<file path="config.mk">
export PLATFORM = sky130hd
export DESIGN_NAME = ddiv_bank
export DESIGN_NICKNAME = d
export VERILOG_FILES = /design/src/rtl/ddiv_pkg.sv /design/src/rtl/ddiv_regif.sv /design/src/rtl/ddiv_lane.sv /design/src/rtl/ddiv_bank.sv
export SDC_FILE = /design/constraint.sdc
export NUM_CORES = 1
export LEC_CHECK = 0
export CORE_UTILIZATION = 31
export CTS_CLUSTER_SIZE = 30
export DETAILED_ROUTE_END_ITERATION = 6
export PLACE_DENSITY = 0.75
export SLEW_MARGIN = 40
export SYNTH_ARGS = -nofsm -noshare
export SYNTH_HDL_FRONTEND = slang
export SYNTH_SLANG_ARGS = --single-unit
</file>
<file path="constraint.sdc">
create_clock -name clk -period 1.5 [get_ports clk]
set_input_delay 0.15 -clock clk [delete_from_list [all_inputs] [get_ports clk]]
set_output_delay 0.15 -clock clk [all_outputs]
set_load 0.02 [all_outputs]
</file>
<file path="src/rtl/ddiv_pkg.sv">
package ddiv_pkg;
    localparam int BUS_DW        = 32;
    localparam int FIELD_SPAN    = 16;              // fields live in the low half
    localparam int WE_OFFSET     = FIELD_SPAN;      // write enable sits one half above its field
    localparam logic [11:0] CTRL_ADDR = 12'h200;
    localparam logic [11:0] STAT_ADDR = 12'h700;
endpackage

</file>
<file path="src/rtl/ddiv_regif.sv">
module ddiv_regif
    import ddiv_pkg::*;
#(
    parameter int NUM_DIV = 2,
    parameter int CODE_W  = 2,
    parameter int STRIDE  = 4,
    parameter int ADDR_W  = 12
) (
    input  logic                      bus_wr,
    input  logic [ADDR_W-1:0]         bus_addr,
    input  logic [BUS_DW-1:0]         bus_wdata,
    input  logic [NUM_DIV*CODE_W-1:0] codes,
    input  logic [NUM_DIV-1:0]        busy,
    output logic [NUM_DIV-1:0]        wr_hit,
    output logic [NUM_DIV*CODE_W-1:0] wr_code,
    output logic [BUS_DW-1:0]         bus_rdata
);
    logic ctrl_sel;
    logic stat_sel;
    logic unused_wdata;

    assign ctrl_sel     = (bus_addr == CTRL_ADDR[ADDR_W-1:0]);
    assign stat_sel     = (bus_addr == STAT_ADDR[ADDR_W-1:0]);
    assign unused_wdata = ^bus_wdata;

    always_comb begin
        wr_hit    = '0;
        wr_code   = '0;
        bus_rdata = '0;
        for (int i = 0; i < NUM_DIV; i++) begin
            wr_hit[i] = bus_wr && ctrl_sel && bus_wdata[WE_OFFSET + i*STRIDE];
            wr_code[i*CODE_W +: CODE_W] = bus_wdata[i*STRIDE +: CODE_W];
            if (ctrl_sel) begin
                bus_rdata[i*STRIDE +: CODE_W] = codes[i*CODE_W +: CODE_W];
            end
            if (stat_sel) begin
                bus_rdata[i] = busy[i];
            end
        end
    end
endmodule

</file>
<file path="src/rtl/ddiv_lane.sv">
module ddiv_lane #(
    parameter int                          CODE_W     = 2,
    parameter int                          RATIO_W    = 4,
    parameter logic [(2**CODE_W)*RATIO_W-1:0] RATIO_TAB  = '0,
    parameter logic [CODE_W-1:0]           RESET_CODE = '0
) (
    input  logic              clk,
    input  logic              rst_n,
    input  logic              wr_hit,
    input  logic [CODE_W-1:0] wr_code,
    output logic [CODE_W-1:0] code_o,
    output logic              busy_o,
    output logic              tick_o
);
    typedef struct packed {
        logic [CODE_W-1:0]  code;   // last accepted code
        logic [CODE_W-1:0]  act;    // code in force
        logic [RATIO_W-1:0] cnt;
        logic               busy;
    } lane_t;

    lane_t s_q, s_d;
    logic [RATIO_W-1:0] ratio;
    logic [RATIO_W-1:0] last;
    logic               wrap;

    always_comb begin
        ratio = RATIO_TAB[int'(s_q.act)*RATIO_W +: RATIO_W];
        last  = (ratio == '0) ? '0 : ratio - 1'b1;
        wrap  = (s_q.cnt == last);

        s_d     = s_q;
        s_d.cnt = wrap ? '0 : s_q.cnt + 1'b1;
        if (s_q.busy && wrap) begin
            s_d.act  = s_q.code;
            s_d.busy = 1'b0;
        end
        if (wr_hit && !s_q.busy) begin
            s_d.code = wr_code;
            s_d.busy = 1'b1;
        end
    end

    always_ff @(posedge clk) begin
        if (!rst_n) begin
            s_q.code <= RESET_CODE;
            s_q.act  <= RESET_CODE;
            s_q.cnt  <= '0;
            s_q.busy <= 1'b0;
        end else begin
            s_q <= s_d;
        end
    end

    assign code_o = s_q.code;
    assign busy_o = s_q.busy;
    assign tick_o = wrap;
endmodule

</file>
<file path="src/rtl/ddiv_bank.sv">
module ddiv_bank
    import ddiv_pkg::*;
#(
    parameter int NUM_DIV = 2,
    parameter int CODE_W  = 2,
    parameter int STRIDE  = 4,
    parameter int RATIO_W = 4,
    parameter int ADDR_W  = 12,
    parameter logic [(2**CODE_W)*RATIO_W-1:0] RATIO_TAB = {4'd8, 4'd4, 4'd2, 4'd1},
    parameter logic [NUM_DIV*CODE_W-1:0] RESET_CODES = {2'd1, 2'd2}
) (
    input  logic               clk,
    input  logic               rst_n,
    input  logic               bus_wr,
    input  logic [ADDR_W-1:0]  bus_addr,
    input  logic [31:0]        bus_wdata,
    output logic [31:0]        bus_rdata,
    output logic [NUM_DIV-1:0] div_en
);
    localparam int CODES_W = NUM_DIV * CODE_W;

    logic [CODES_W-1:0] code_vec;
    logic [CODES_W-1:0] wr_code_vec;
    logic [NUM_DIV-1:0] wr_hit_vec;
    logic [NUM_DIV-1:0] busy_vec;

    ddiv_regif #(
        .NUM_DIV(NUM_DIV), .CODE_W(CODE_W), .STRIDE(STRIDE), .ADDR_W(ADDR_W)
    ) u_regif (
        .bus_wr    (bus_wr),
        .bus_addr  (bus_addr),
        .bus_wdata (bus_wdata),
        .codes     (code_vec),
        .busy      (busy_vec),
        .wr_hit    (wr_hit_vec),
        .wr_code   (wr_code_vec),
        .bus_rdata (bus_rdata)
    );

    for (genvar g = 0; g < NUM_DIV; g++) begin : g_lane
        ddiv_lane #(
            .CODE_W    (CODE_W),
            .RATIO_W   (RATIO_W),
            .RATIO_TAB (RATIO_TAB),
            .RESET_CODE(RESET_CODES[g*CODE_W +: CODE_W])
        ) u_lane (
            .clk     (clk),
            .rst_n   (rst_n),
            .wr_hit  (wr_hit_vec[g]),
            .wr_code (wr_code_vec[g*CODE_W +: CODE_W]),
            .code_o  (code_vec[g*CODE_W +: CODE_W]),
            .busy_o  (busy_vec[g]),
            .tick_o  (div_en[g])
        );
    end
endmodule

</file>
==> results_dict.tcl <==
set metrics [dict create \
    status "finished, violations left" \
    violations "setup timing" \
    grtUsageMet2_pct 25.54 \
    initial_core_util_pct 33.51 \
    p_total_mw 1.254 \
    clock_sinks 18 \
    busiest_layer "met2" \
    synthSimpleGateAreaFrac_pct 26.37 \
    grt_pass1_wl_mm 4.533 \
    cp_data_arrival_time_ps 1640 \
    grt_pass1_vias 995 \
    ys_types 37 \
    startpoint_type "flip-flop" \
    final_nets 250 \
    multi_input_comb_area_um2 770.7 \
    power_density_nw_per_um2 719.3 \
    r2r_slack_ps -200 \
    die_width_um 63.24 \
    final_util_pct 50.25 \
    min_from "bus_wdata[5]" \
    synthesis.area_um2 1162 \
    grt_remaining_overflow 0 \
    groute.layer.met3.usage_pct 3.623 \
    wl_mm 2.989 \
    grt_usage_pct 14.32 \
    crit-reg2reg-launch "g_lane[0].u_lane.s_q[6]$_SDFFE_PN1P_" \
    vias 1097 \
    hpwl_mm 1.928 \
    synth_top_family_by_area "simple AND/OR/NAND/NOR gates" \
    syn_inst 145 \
    clock-skew-final_ps 6.238 \
    muxShareOfSynthArea_pct 5.167 \
    viasPerCell 4.459 \
    cp.required_ps 1350 \
    antennaDiodeCount 0 \
    cts_buffers 3 \
    yosysSeqAreaShare_pct 31.00 \
    fin_tns_setup_ps -1404 \
    synth_fa_ha_area_share_pct 2.153 \
    met1_usage_pct 16.78 \
    yosysWarnings 0 \
    grt_max_degree 11 \
    cts_tree "built" \
    clkTransAtPathRegs_ps 70 \
    setup_viol 7 \
    root_buffer "clkbuf_8" \
    worst-setup-path-type "reg -> out" \
    placed_area_um2 1506 \
    hp-class "in -> reg" \
    die-height_um 63.24 \
    cp-end-kind "output port" \
    fin_crit_sh_pct 119.5 \
    synth_compound_area_share_pct 8.611 \
    r2r_cells 6 \
    hold_path_depth 3 \
    rsz0062_at_grt "yes" \
    max_freq_mhz 557.7 \
    ys.flop_type "dfxtp_1" \
    power_leakage_nw 0.8083 \
    gp_congestion 0.7968 \
    cts.htree.levels 1 \
    ant_nets 0 \
    yosys_register_bits 18 \
    hold_viol_final 0 \
    seqCellArea_um2 365.4 \
    avgSynthCellArea_um2 8.016 \
    final_cell_mix "28 x conb_1, 28 x buf_4, 15 x nand2_1" \
    cp_max_fo 2 \
    fp.coreArea_um2 3468 \
    nFillCells 342 \
    irDropWorstVdd_uv 687.0 \
    cap_violations 0 \
    drive_gt1_share_pct 35.00 \
    io_buffers 26 \
    hold_path_end "g_lane[1].u_lane.code_o[1]$_SDFFE_PN0P_" \
    drt-wirelength-per-cell_um 12.15 \
    final_cell_area_um2 1743 \
    clock_path_buffers 2 \
    first_iter_violations 22 \
    ios 81 \
    synth_edf_count 0 \
    post-place-ws_ps -737.5 \
    synth-xor-area-share_pct 3.767 \
    rows 21 \
    worst_slack_ps -293.0 \
    grt_antenna_before_repair 0 \
    first_pass_iters 4 \
    ys_async_sr_fraction_pct 0 \
    clkLatencyLatePin_ps 250 \
    rr_endpoint "g_lane[0].u_lane.s_q[3]$_SDFF_PP0_" \
    area_growth_pct 49.95 \
    hold_buffers 0 \
    fin_crit_ps 1793 \
    drcViolationCount 0 \
    fp.dieArea_um2 3999 \
    slew_viol_final 0 \
]
[power by group]
group          total [mW]  switching [mW]  internal [mW]  leakage, nW
Sequential          0.518          0.0191          0.499        0.147
Combinational       0.335           0.188          0.147        0.632
Clock               0.400           0.167          0.233       0.0288
Total                1.25           0.374          0.879        0.808
[logic make-up after synthesis]
logic type               count (synthesis)
buffers and inverters                   38
XOR/XNOR                                 5
other                                    1
multiplexers                             6
AO/OA/AOI/OAI                           14
flip-flops                              18
AND/OR/NAND/NOR                         61
adder cells (fa/ha/maj)                  2
[critical path, cell delays in order, from the launching register on]
cell	delay, ps
dfxtp_2	320
or4b_1	510
o32a_1	340
nand2_2	100
buf_6	110
[synthesized netlist by cell type (all sizes together) (3+ instances only)]
| master | count | share of area [%] |
|---|---|---|
| dfxtp | 18 | 31 |
| buf | 31 | 20 |
| nand2 | 16 | 5.4 |
| xnor2 | 3 | 2.3 |
| nand3 | 8 | 3.4 |
| nor3 | 4 | 1.7 |
| nor2 | 16 | 5.2 |
| a21oi | 4 | 1.7 |
| mux2i | 6 | 5.2 |
| nor4 | 3 | 1.6 |
| and3 | 3 | 1.7 |
| inv | 6 | 1.9 |
[metrics by stage]
step / hold WS, ps / instances
after floorplan: 288.8 / 172
after global placement: 484.8 / 234
after detailed placement: 487.5 / 234
after CTS: 450.1 / 242
after global routing: 503.7 / 246
final: 469.4 / 246
[state kept, by name (all words and copies together), names as in the netlist]
name and cells:
g_lane.u_lane.busy_o 2, g_lane.u_lane.s_q 12, g_lane.u_lane.code_o 4
[worst max path at each step]
stage,slack [ps],to,startpoint
5_1_grt,-350,div_en[0],g_lane[0].u_lane.s_q[6]$_SDFFE_PN1P_
3_5_place_dp,-740,bus_rdata[5],bus_addr[5]
2_1_floorplan,-30,div_en[0],g_lane[0].u_lane.s_q[3]$_SDFF_PP0_
3_3_place_gp,-660,bus_rdata[4],bus_addr[5]
6_report,-290,div_en[0],g_lane[0].u_lane.s_q[6]$_SDFFE_PN1P_
4_1_cts,-300,div_en[0],g_lane[0].u_lane.s_q[6]$_SDFFE_PN1P_
[routing by layer]
metal,share of wire (%),vias up
li1,-,547
met1,41,516
met2,54,28
met3,3.3,6
met4,1.8,0
met5,0,-
[final cells by class]
cell class | instances | area share [%]
Timing Repair Buffer | 56 | 27.06
Tap cell | 46 | 3.302
Multi-Input combinational cell | 116 | 44.22
Sequential cell | 18 | 20.96
Inverter | 6 | 1.292
Clock buffer | 4 | 3.159
[what timing repair did]
action / CTS / global route
gates resized for setup: 51 / 37
pin swaps: 6 / 12
setup endpoints to repair: 16 / 18
gates cloned: 0 / 0
setup buffers: 5 / 6
Note: power is estimated with default switching activity, not from simulation.
